$ cat src/rtl/vas_pkg.sv
package vas_pkg;
    localparam int V_W    = 15;
    localparam int ADDR_W = 14;

    // field positions inside the address word
    localparam int CX_LO = 0;
    localparam int CX_HI = 4;
    localparam int CY_LO = 5;
    localparam int CY_HI = 9;
    localparam int NT_H  = 10;
    localparam int NT_V  = 11;
    localparam int FY_LO = 12;
    localparam int FY_HI = 14;

    localparam int CX_W = CX_HI - CX_LO + 1;
    localparam int CY_W = CY_HI - CY_LO + 1;
    localparam int FY_W = FY_HI - FY_LO + 1;

    localparam logic [CY_W-1:0] LAST_ROW = CY_W'(29);

    typedef struct packed {
        logic [V_W-1:0]    v_next;
        logic [ADDR_W-1:0] tile;
        logic [ADDR_W-1:0] attr;
    } vas_out_t;
endpackage

$ cat src/rtl/vas_xstep.sv
module vas_xstep
    import vas_pkg::*;
(
    input  logic [V_W-1:0] v_in,
    output logic [V_W-1:0] v_out
);
    always_comb begin
        v_out = v_in;
        if (v_in[CX_HI:CX_LO] == {CX_W{1'b1}}) begin
            v_out[CX_HI:CX_LO] = '0;
            v_out[NT_H]        = ~v_in[NT_H];
        end else begin
            v_out[CX_HI:CX_LO] = v_in[CX_HI:CX_LO] + CX_W'(1);
        end
    end
endmodule

$ cat src/rtl/vas_ystep.sv
module vas_ystep
    import vas_pkg::*;
(
    input  logic [V_W-1:0] v_in,
    output logic [V_W-1:0] v_out
);
    logic [CY_W-1:0] row;

    always_comb begin
        v_out = v_in;
        row   = v_in[CY_HI:CY_LO];
        if (v_in[FY_HI:FY_LO] != {FY_W{1'b1}}) begin
            v_out[FY_HI:FY_LO] = v_in[FY_HI:FY_LO] + FY_W'(1);
        end else begin
            v_out[FY_HI:FY_LO] = '0;
            if (row == LAST_ROW) begin
                row         = '0;
                v_out[NT_V] = ~v_in[NT_V];
            end else if (row == {CY_W{1'b1}}) begin
                row = '0;
            end else begin
                row = row + CY_W'(1);
            end
            v_out[CY_HI:CY_LO] = row;
        end
    end
endmodule

$ cat src/rtl/vas_fetch.sv
module vas_fetch
    import vas_pkg::*;
(
    input  logic [V_W-1:0]    v_in,
    output logic [ADDR_W-1:0] tile_addr,
    output logic [ADDR_W-1:0] attr_addr
);
    always_comb begin
        tile_addr = {2'b10, v_in[NT_V:0]};
        attr_addr = {2'b10, v_in[NT_V:NT_H], 4'b1111,
                     v_in[CY_HI:CY_HI-2], v_in[CX_HI:CX_HI-2]};
    end
endmodule

$ cat src/rtl/vram_addr_seq.sv
module vram_addr_seq
    import vas_pkg::*;
#(
    parameter int DOT_W       = 9,
    parameter int LINE_W      = 9,
    parameter int LAST_VIS    = 239,
    parameter int Y_DOT       = 256,
    parameter int HCOPY_DOT   = 257,
    parameter int VCOPY_FIRST = 280,
    parameter int VCOPY_LAST  = 304,
    parameter int PRE_DOT_A   = 328,
    parameter int PRE_DOT_B   = 336,
    parameter int X_STEP      = 8,
    parameter int X_LAST      = 256
) (
    input  logic              clk,
    input  logic              rst_n,
    input  logic [DOT_W-1:0]  dot_i,
    input  logic [LINE_W-1:0] line_i,
    input  logic              prerender_i,
    input  logic              render_en_i,
    input  logic [V_W-1:0]    t_i,
    input  logic [V_W-1:0]    v_i,
    input  logic              access_i,
    output logic [V_W-1:0]    v_next_o,
    output logic [ADDR_W-1:0] tile_addr_o,
    output logic [ADDR_W-1:0] attr_addr_o
);
    localparam logic [DOT_W-1:0]  D_Y   = DOT_W'(Y_DOT);
    localparam logic [DOT_W-1:0]  D_H   = DOT_W'(HCOPY_DOT);
    localparam logic [DOT_W-1:0]  D_V0  = DOT_W'(VCOPY_FIRST);
    localparam logic [DOT_W-1:0]  D_V1  = DOT_W'(VCOPY_LAST);
    localparam logic [DOT_W-1:0]  D_PA  = DOT_W'(PRE_DOT_A);
    localparam logic [DOT_W-1:0]  D_PB  = DOT_W'(PRE_DOT_B);
    localparam logic [DOT_W-1:0]  D_XS  = DOT_W'(X_STEP);
    localparam logic [DOT_W-1:0]  D_XL  = DOT_W'(X_LAST);
    localparam logic [LINE_W-1:0] L_VIS = LINE_W'(LAST_VIS);

    logic active, x_sched, do_x, do_y, hcopy, vcopy;
    logic [V_W-1:0] v_xs, v_after_x, v_ys, v_after_y;
    logic [ADDR_W-1:0] tile_w, attr_w;
    vas_out_t out_d, out_q;

    // schedule decode
    always_comb begin
        active  = render_en_i && (prerender_i || (line_i <= L_VIS));
        x_sched = (dot_i == D_PA) || (dot_i == D_PB) ||
                  ((dot_i % D_XS) == '0 && dot_i >= D_XS && dot_i <= D_XL);
        // an access merges into the same enables: one step per counter
        do_x    = active && (x_sched || access_i);
        do_y    = active && ((dot_i == D_Y) || access_i);
        hcopy   = active && (dot_i == D_H);
        vcopy   = active && prerender_i && dot_i >= D_V0 && dot_i <= D_V1;
    end

    vas_xstep u_xstep (.v_in(v_i), .v_out(v_xs));

    always_comb v_after_x = do_x ? v_xs : v_i;

    vas_ystep u_ystep (.v_in(v_after_x), .v_out(v_ys));

    always_comb v_after_y = do_y ? v_ys : v_after_x;

    vas_fetch u_fetch (.v_in(v_i), .tile_addr(tile_w), .attr_addr(attr_w));

    always_comb begin
        out_d        = out_q;
        out_d.v_next = v_after_y;
        if (hcopy) begin
            out_d.v_next[NT_H]        = t_i[NT_H];
            out_d.v_next[CX_HI:CX_LO] = t_i[CX_HI:CX_LO];
        end
        if (vcopy) begin
            out_d.v_next[FY_HI:NT_V]  = t_i[FY_HI:NT_V];
            out_d.v_next[CY_HI:CY_LO] = t_i[CY_HI:CY_LO];
        end
        out_d.tile = tile_w;
        out_d.attr = attr_w;
    end

    always_ff @(posedge clk) begin
        if (!rst_n) out_q <= '0;
        else        out_q <= out_d;
    end

    assign v_next_o    = out_q.v_next;
    assign tile_addr_o = out_q.tile;
    assign attr_addr_o = out_q.attr;

    // one cycle after reset release the outputs track past inputs
    logic seen_q;
    always_ff @(posedge clk) begin
        if (!rst_n) seen_q <= 1'b0;
        else        seen_q <= 1'b1;
    end

    assert_hold_disabled_R10: assert property (@(posedge clk) disable iff (!rst_n)
        seen_q && !$past(active) |-> v_next_o == $past(v_i));

    assert_x_still_R7: assert property (@(posedge clk) disable iff (!rst_n)
        seen_q && !$past(do_x) && !$past(hcopy) |->
            v_next_o[CX_HI:CX_LO] == $past(v_i[CX_HI:CX_LO]) &&
            v_next_o[NT_H] == $past(v_i[NT_H]));

    assert_hcopy_R5: assert property (@(posedge clk) disable iff (!rst_n)
        seen_q && $past(hcopy) |->
            v_next_o[CX_HI:CX_LO] == $past(t_i[CX_HI:CX_LO]) &&
            v_next_o[NT_H] == $past(t_i[NT_H]));

    assert_vcopy_R6: assert property (@(posedge clk) disable iff (!rst_n)
        seen_q && $past(vcopy) |->
            v_next_o[FY_HI:NT_V] == $past(t_i[FY_HI:NT_V]) &&
            v_next_o[CY_HI:CY_LO] == $past(t_i[CY_HI:CY_LO]));

    assert_fine_y_step_R2: assert property (@(posedge clk) disable iff (!rst_n)
        seen_q && $past(do_y) && !$past(vcopy) |->
            v_next_o[FY_HI:FY_LO] == $past(v_i[FY_HI:FY_LO]) + FY_W'(1));

    assert_tile_R11: assert property (@(posedge clk) disable iff (!rst_n)
        seen_q |-> tile_addr_o == {2'b10, $past(v_i[NT_V:0])});
endmodule

$ cat config.mk
export PLATFORM = sky130hd
export DESIGN_NAME = vram_addr_seq
export DESIGN_NICKNAME = d
export VERILOG_FILES = /design/src/rtl/vas_pkg.sv /design/src/rtl/vas_xstep.sv /design/src/rtl/vas_ystep.sv /design/src/rtl/vas_fetch.sv /design/src/rtl/vram_addr_seq.sv
export SDC_FILE = /design/constraint.sdc
export NUM_CORES = 1
export LEC_CHECK = 0
export ABC_AREA = 0
export BUFFER_PORTS_ARGS = -buffer_cell sky130_fd_sc_hd__buf_2
export CORE_MARGIN = 10
export CORE_UTILIZATION = 42
export DETAILED_ROUTE_END_ITERATION = 8
export PLACE_DENSITY_LB_ADDON = 0.2
export RECOVER_POWER = 50
export SLEW_MARGIN = 20
export SYNTH_ARGS = -nofsm -noshare
export SYNTH_HDL_FRONTEND = slang
export SYNTH_SLANG_ARGS = --single-unit
$ cat constraint.sdc
create_clock -name clk -period 2.9 [get_ports clk]
set_clock_uncertainty 0.2 [all_clocks]
set_input_delay 0.58 -clock clk [delete_from_list [all_inputs] [get_ports clk]]
set_output_delay 0.58 -clock clk [all_outputs]
set_load 0.02 [all_outputs]
* After elaboration in Yosys (flattened, before gate mapping) *
Cells that the tools add are included.

storage, ports and cells
  register bits = 43
  output and inout port bits = 43

operators by class
  add/subtract/negate cells = 3
  order comparisons = 5
  equality and inequality tests = 8
  muxes and demuxes = 15
  bitwise operators = 2
  reductions and logical operators = 15

operators with widths
  operator             number
  $eq 9x9->1 const B   4
  $mux 5               6
  $mux 28              1
  $le 9x9->1 const B   2
  $eq 5x5->1 const B   3
  $mux 15              1
  $mux 11              1
  $add 5x1->5 const B  2
  $ge 9x4->1 const B   1
  $ge 9x9->1 const B   1
  $le 9x8->1 const B   1
  $logic_and 1x1->1    9
  $logic_not 9->1      1
  $logic_or 1x1->1     5
  $mux 1               4
  $mux 4               1
  $add 3x1->3 const B  1
  $mux 3               1
  $ne 3x3->1 const B   1
  $not 1->1            2

* Logic depth before layout (Yosys ltp) *
  depth after elaboration = 13
  mapped depth = 7

* Hierarchy *
Synthesis repeated with hierarchy kept, for this count alone.

unflattened totals
  cells, all modules = 256
  area, all modules = 2,398.6 um2

by module, submodules not included
  module         times used  cells each  area an instance (um2)
  vram_addr_seq  1           173         1,762.9
  vas_ystep      1           33          257.7
  vas_fetch      1           30          217.7
  vas_xstep      1           20          160.2

* Least setup slack after synthesis *
Ideal clock, no wire load.

  path type = input-to-reg
  start point = input port line_i[4]
  end point = register out_q, in the netlist v_next_o[8]
  setup time = 74 ps
  data arrival time = 2,061 ps
  slack = 565 ps
  stages = 6
  buffers on the path = 1
  cells stage by stage = a41oi_1 > o21ai_0 > or3_1 > buf_2 > or4_1 > a31oi_1

between the ends
  word-level cells in the longest chain between the ends = 7
  elaborated cells on any way between the ends = 9
  those cells by class = 1 x order compare; 2 x mux; 6 x reduce/logical

ends and longest elaborated chain
  element                         line                 source
  start: declaration              vram_addr_seq.sv:19  input logic [LINE_W-1:0] line_i,
  $le 9x8->1 (*)                  vram_addr_seq.sv:46  active = render_en_i && (prerender_i || (line_i <= L_VIS));
  $logic_or 1x1->1 (*)            vram_addr_seq.sv:46
  $logic_and 1x1->1 (*)           vram_addr_seq.sv:46
  $logic_and 1x1->1 (3 in a row)  vram_addr_seq.sv:53  vcopy = active && prerender_i && dot_i >= D_V0 && dot_i <= D_V1;
  $mux 5 (*)                      vram_addr_seq.sv:73  if (vcopy) begin
  end signal: assignment          vram_addr_seq.sv:83  else out_q <= out_d;
  end: declaration                vram_addr_seq.sv:42  vas_out_t out_d, out_q;

Every way passes the cells marked *; elsewhere a longest branch is shown, timed or not.
A chain may end at the register's enable or synchronous reset.

* Final worst setup path *
  start point = input port dot_i[7]
  end point = register out_q, in the netlist v_next_o[8]

between the ends
  word-level cells in the longest chain between the ends = 5
  elaborated cells on any way between the ends = 9
  those cells by class = 2 x order compare; 1 x eq/ne; 2 x mux; 4 x reduce/logical

ends and longest elaborated chain
  element                                                             line                 source
  start: declaration                                                  vram_addr_seq.sv:18  input logic [DOT_W-1:0] dot_i,
  parallel branches: the longest is 4 deep, another holds $ge 9x9->1  --
  $mux 5 (*)                                                          vram_addr_seq.sv:73

Every way passes the cells marked *.

==> results.toml <==
[power]
p_sw_share_pct = 28.6
p_leak_nw = 0.856
ir_worst_vdd_uv = 235
p_clk_share_pct = 27.4
seq_power_share_pct = 49.1
switching_power_w = 0.000241
power_density_nw_per_um2 = 433
power.internal_w = 0.000602
p_comb_share_pct = 23.5

[floorplan]
start_util_pct = 44.7
coreArea_um2 = 3440
fp.dieW_um = 80.6
row_count = 21
die_h_um = 80.6
die-area_um2 = 6490
pin_count = 96

[sta]
final_max_slew_viol_count = 0
timing.fmax_mhz = 434
finalSetupViolCount = 0
hold_viol = 0
setup_tns_ps = 0
rsz0062_at_grt = "no"
min_period_over_period_pct = 79.5
period_minus_slack_ps = 2300
worst_slew_pin_slew_ps = 918
slew-limit-headroom_pct = 38.8

[route]
dr.pass1.iters = 4
routed_via_density = 5.21
vias = 1557
route.detailed.drc = 0
first_iter_violations = 88
ant_nets = 0
wl_mm = 4.27
avgRoutedWirePerCell_um = 14.3

[worst_setup_path]
worst_setup_path_end_kind = "flip-flop"
worstSetupEndpoint = "v_next_o[8]$_SDFF_PN0_"
cp_max_fo = 7
critPathLaunchType = "input port"
arrival_ps = 2300
critPathLaunch = "dot_i[7]"
worstPathRequired_ps = 2890
crit_type = "input port to flip-flop"

[global_route]
overflow = 0
use_met1_pct = 14.3
grt_use_met3_pct = 4.01
gr-usage-met2_pct = 19.6
busiest_layer = "met2"
grt_max_degree = 30
grt_usage_pct = 11.9
grt_pass1_vias = 1504
antenna_found_initial = 0
grt_pass1_wl_mm = 6.50

[clocking]
clockBufferDepth = 2
cts_sinks = 28
clk_pin_slew_ps = 90
ctsHoldBuffers = 0
htreeDepth = 1
tritoncts = "built"
ctsResizeCount = 0
cts_setup_buffers = 0
clockRootBuffer = "clkbuf_8"
cts_buffers = 3

[final_layout]
layout_common_cells = "67 x buf_2, 28 x dfxtp_1, 22 x clkbuf_1"
layout_commonest_cell = "buf_2"
syn2layout_area_growth_pct = 26.3
num_antenna_cells = 0
fin_nets = 314
layout-drive-gt1-share_pct = 31.2
nFillCells = 363
stdcell_area_um2 = 1950

[synth]
yosys.area_share.simple_pct = 24.3
async_flop_share_pct = 0
yosys.area.top_type_share_pct = 36.4
synth_area_leader_cell = "dfxtp_1"
synthXorXnorAreaFrac_pct = 1.14
synth_edf_count = 0
synth-seq-area-share_pct = 36.4
synth_top_family_by_area = "simple AND/OR/NAND/NOR gates"
synth-main-ff-cell = "dfxtp_1"
synthCells = 180
syn_avg_cell_area_um2 = 8.56
syn_area_um2 = 1540
synth_warnings = 0
yosys.area_share.adder_pct = 5.69
synth.top_cells.by_area = "dfxtp_1 36%, buf_4 7.3%, o21ai_0 6.2%"
ys_types = 41
ys_ff_latch = 28
synth_mux_area_share_pct = 1.30
synth_compound_area_share_pct = 20.9

[place]
placed_area_um2 = 1920
dpl.hpwl_mm = 3.56
portBuffers = 89
gp_congestion = 0.767

[min_path]
holdPathStages = 2
min_path_type = "input port to flip-flop"

[outcome]
status = "complete, no violations"

[run]
maxCapViolCount = 0
==> area by class of cell <==
cell class	instances	area, µm²	area share [%]
inverter	3	11.3	0.579
timing repair buffer	91	433	22.3
multi-input combinational	127	828	42.6
sequential	28	561	28.8
clock buffer	4	55.1	2.83
tap	46	57.6	2.96
==> cells in the mapped netlist, types with 3 or more instances <==
cell and number:
nand4_1 4, a21oi_1 6, dfxtp_1 28, nand3_1 12
ha_1 7, o21ai_0 19, nor3_1 4, nor2_1 7
inv_1 3, nand2_1 5, buf_4 15, and2_1 12
a31oi_1 11, or3_1 3, o31ai_1 5, clkbuf_1 7
==> power by group through the flow <==
stage	Clock (W)	Combinational (W)	Sequential, W
finish	0.000231	0.000198	0.000414
CTS	0.000239	0.000205	0.000414
global placement	0	0.000204	0.000422
global route	0.000253	0.000219	0.000417
detailed placement	0	0.000205	0.000423
floorplan	0	0.0000946	0.000454
==> critical path, cell delays in order <==
cell and delay, ps:
buf_2 110, nor2_1 240, a41oi_2 230, or3_1 470, or4_1 500, a31oi_1 160
==> flip-flops by register name, summed over array words and instances (netlist names) <==
| signal | count |
|---|---|
| v_next_o | 15 |
| tile_addr_o | 12 |
| attr_addr_o | 1 |
==> how the worst min path moves through the flow <==
stage                     startpoint                          to  slack (ps)
after floorplan                rst_n      attr_addr_o[9]$_DFF_P_         410
after global placement       v_i[11]  tile_addr_o[11]$_SDFF_PN0_         610
after detailed placement     v_i[11]  tile_addr_o[11]$_SDFF_PN0_         610
after CTS                    v_i[11]  tile_addr_o[11]$_SDFF_PN0_         340
after global routing         v_i[11]  tile_addr_o[11]$_SDFF_PN0_         340
final                        v_i[11]  tile_addr_o[11]$_SDFF_PN0_         340
==> cells by family after synthesis <==
kind of cell               count (synthesis)
xor gates and xnor gates                   2
muxes                                      2
adders and majority gates                  7
and+or+nand+nor                           63
AOI/OAI and AO/OA                         51
buffers and inverters                     26
other                                      1
DFF                                       28
==> metrics by stage <==
stage               hold slack [ps]  utilization, %  instances  setup WS [ps]  total power [W]
finish                          339            56.5        299            596         0.000843
global route                    339            56.5        299            494         0.000889
floorplan                       408               -        181            565         0.000548
global placement                612            55.7        295            331         0.000625
CTS                             337            57.3        299            608         0.000858
detailed placement              615            55.7        295            327         0.000628
==> metal layers <==
layer  vias up  part of all wire (%)
met5         -                     0
met4         0                  0.73
met3         2                    13
met2        74                    44
met1       681                    43
li1        800                     -
No activity file was read; power rests on OpenSTA's default activity.
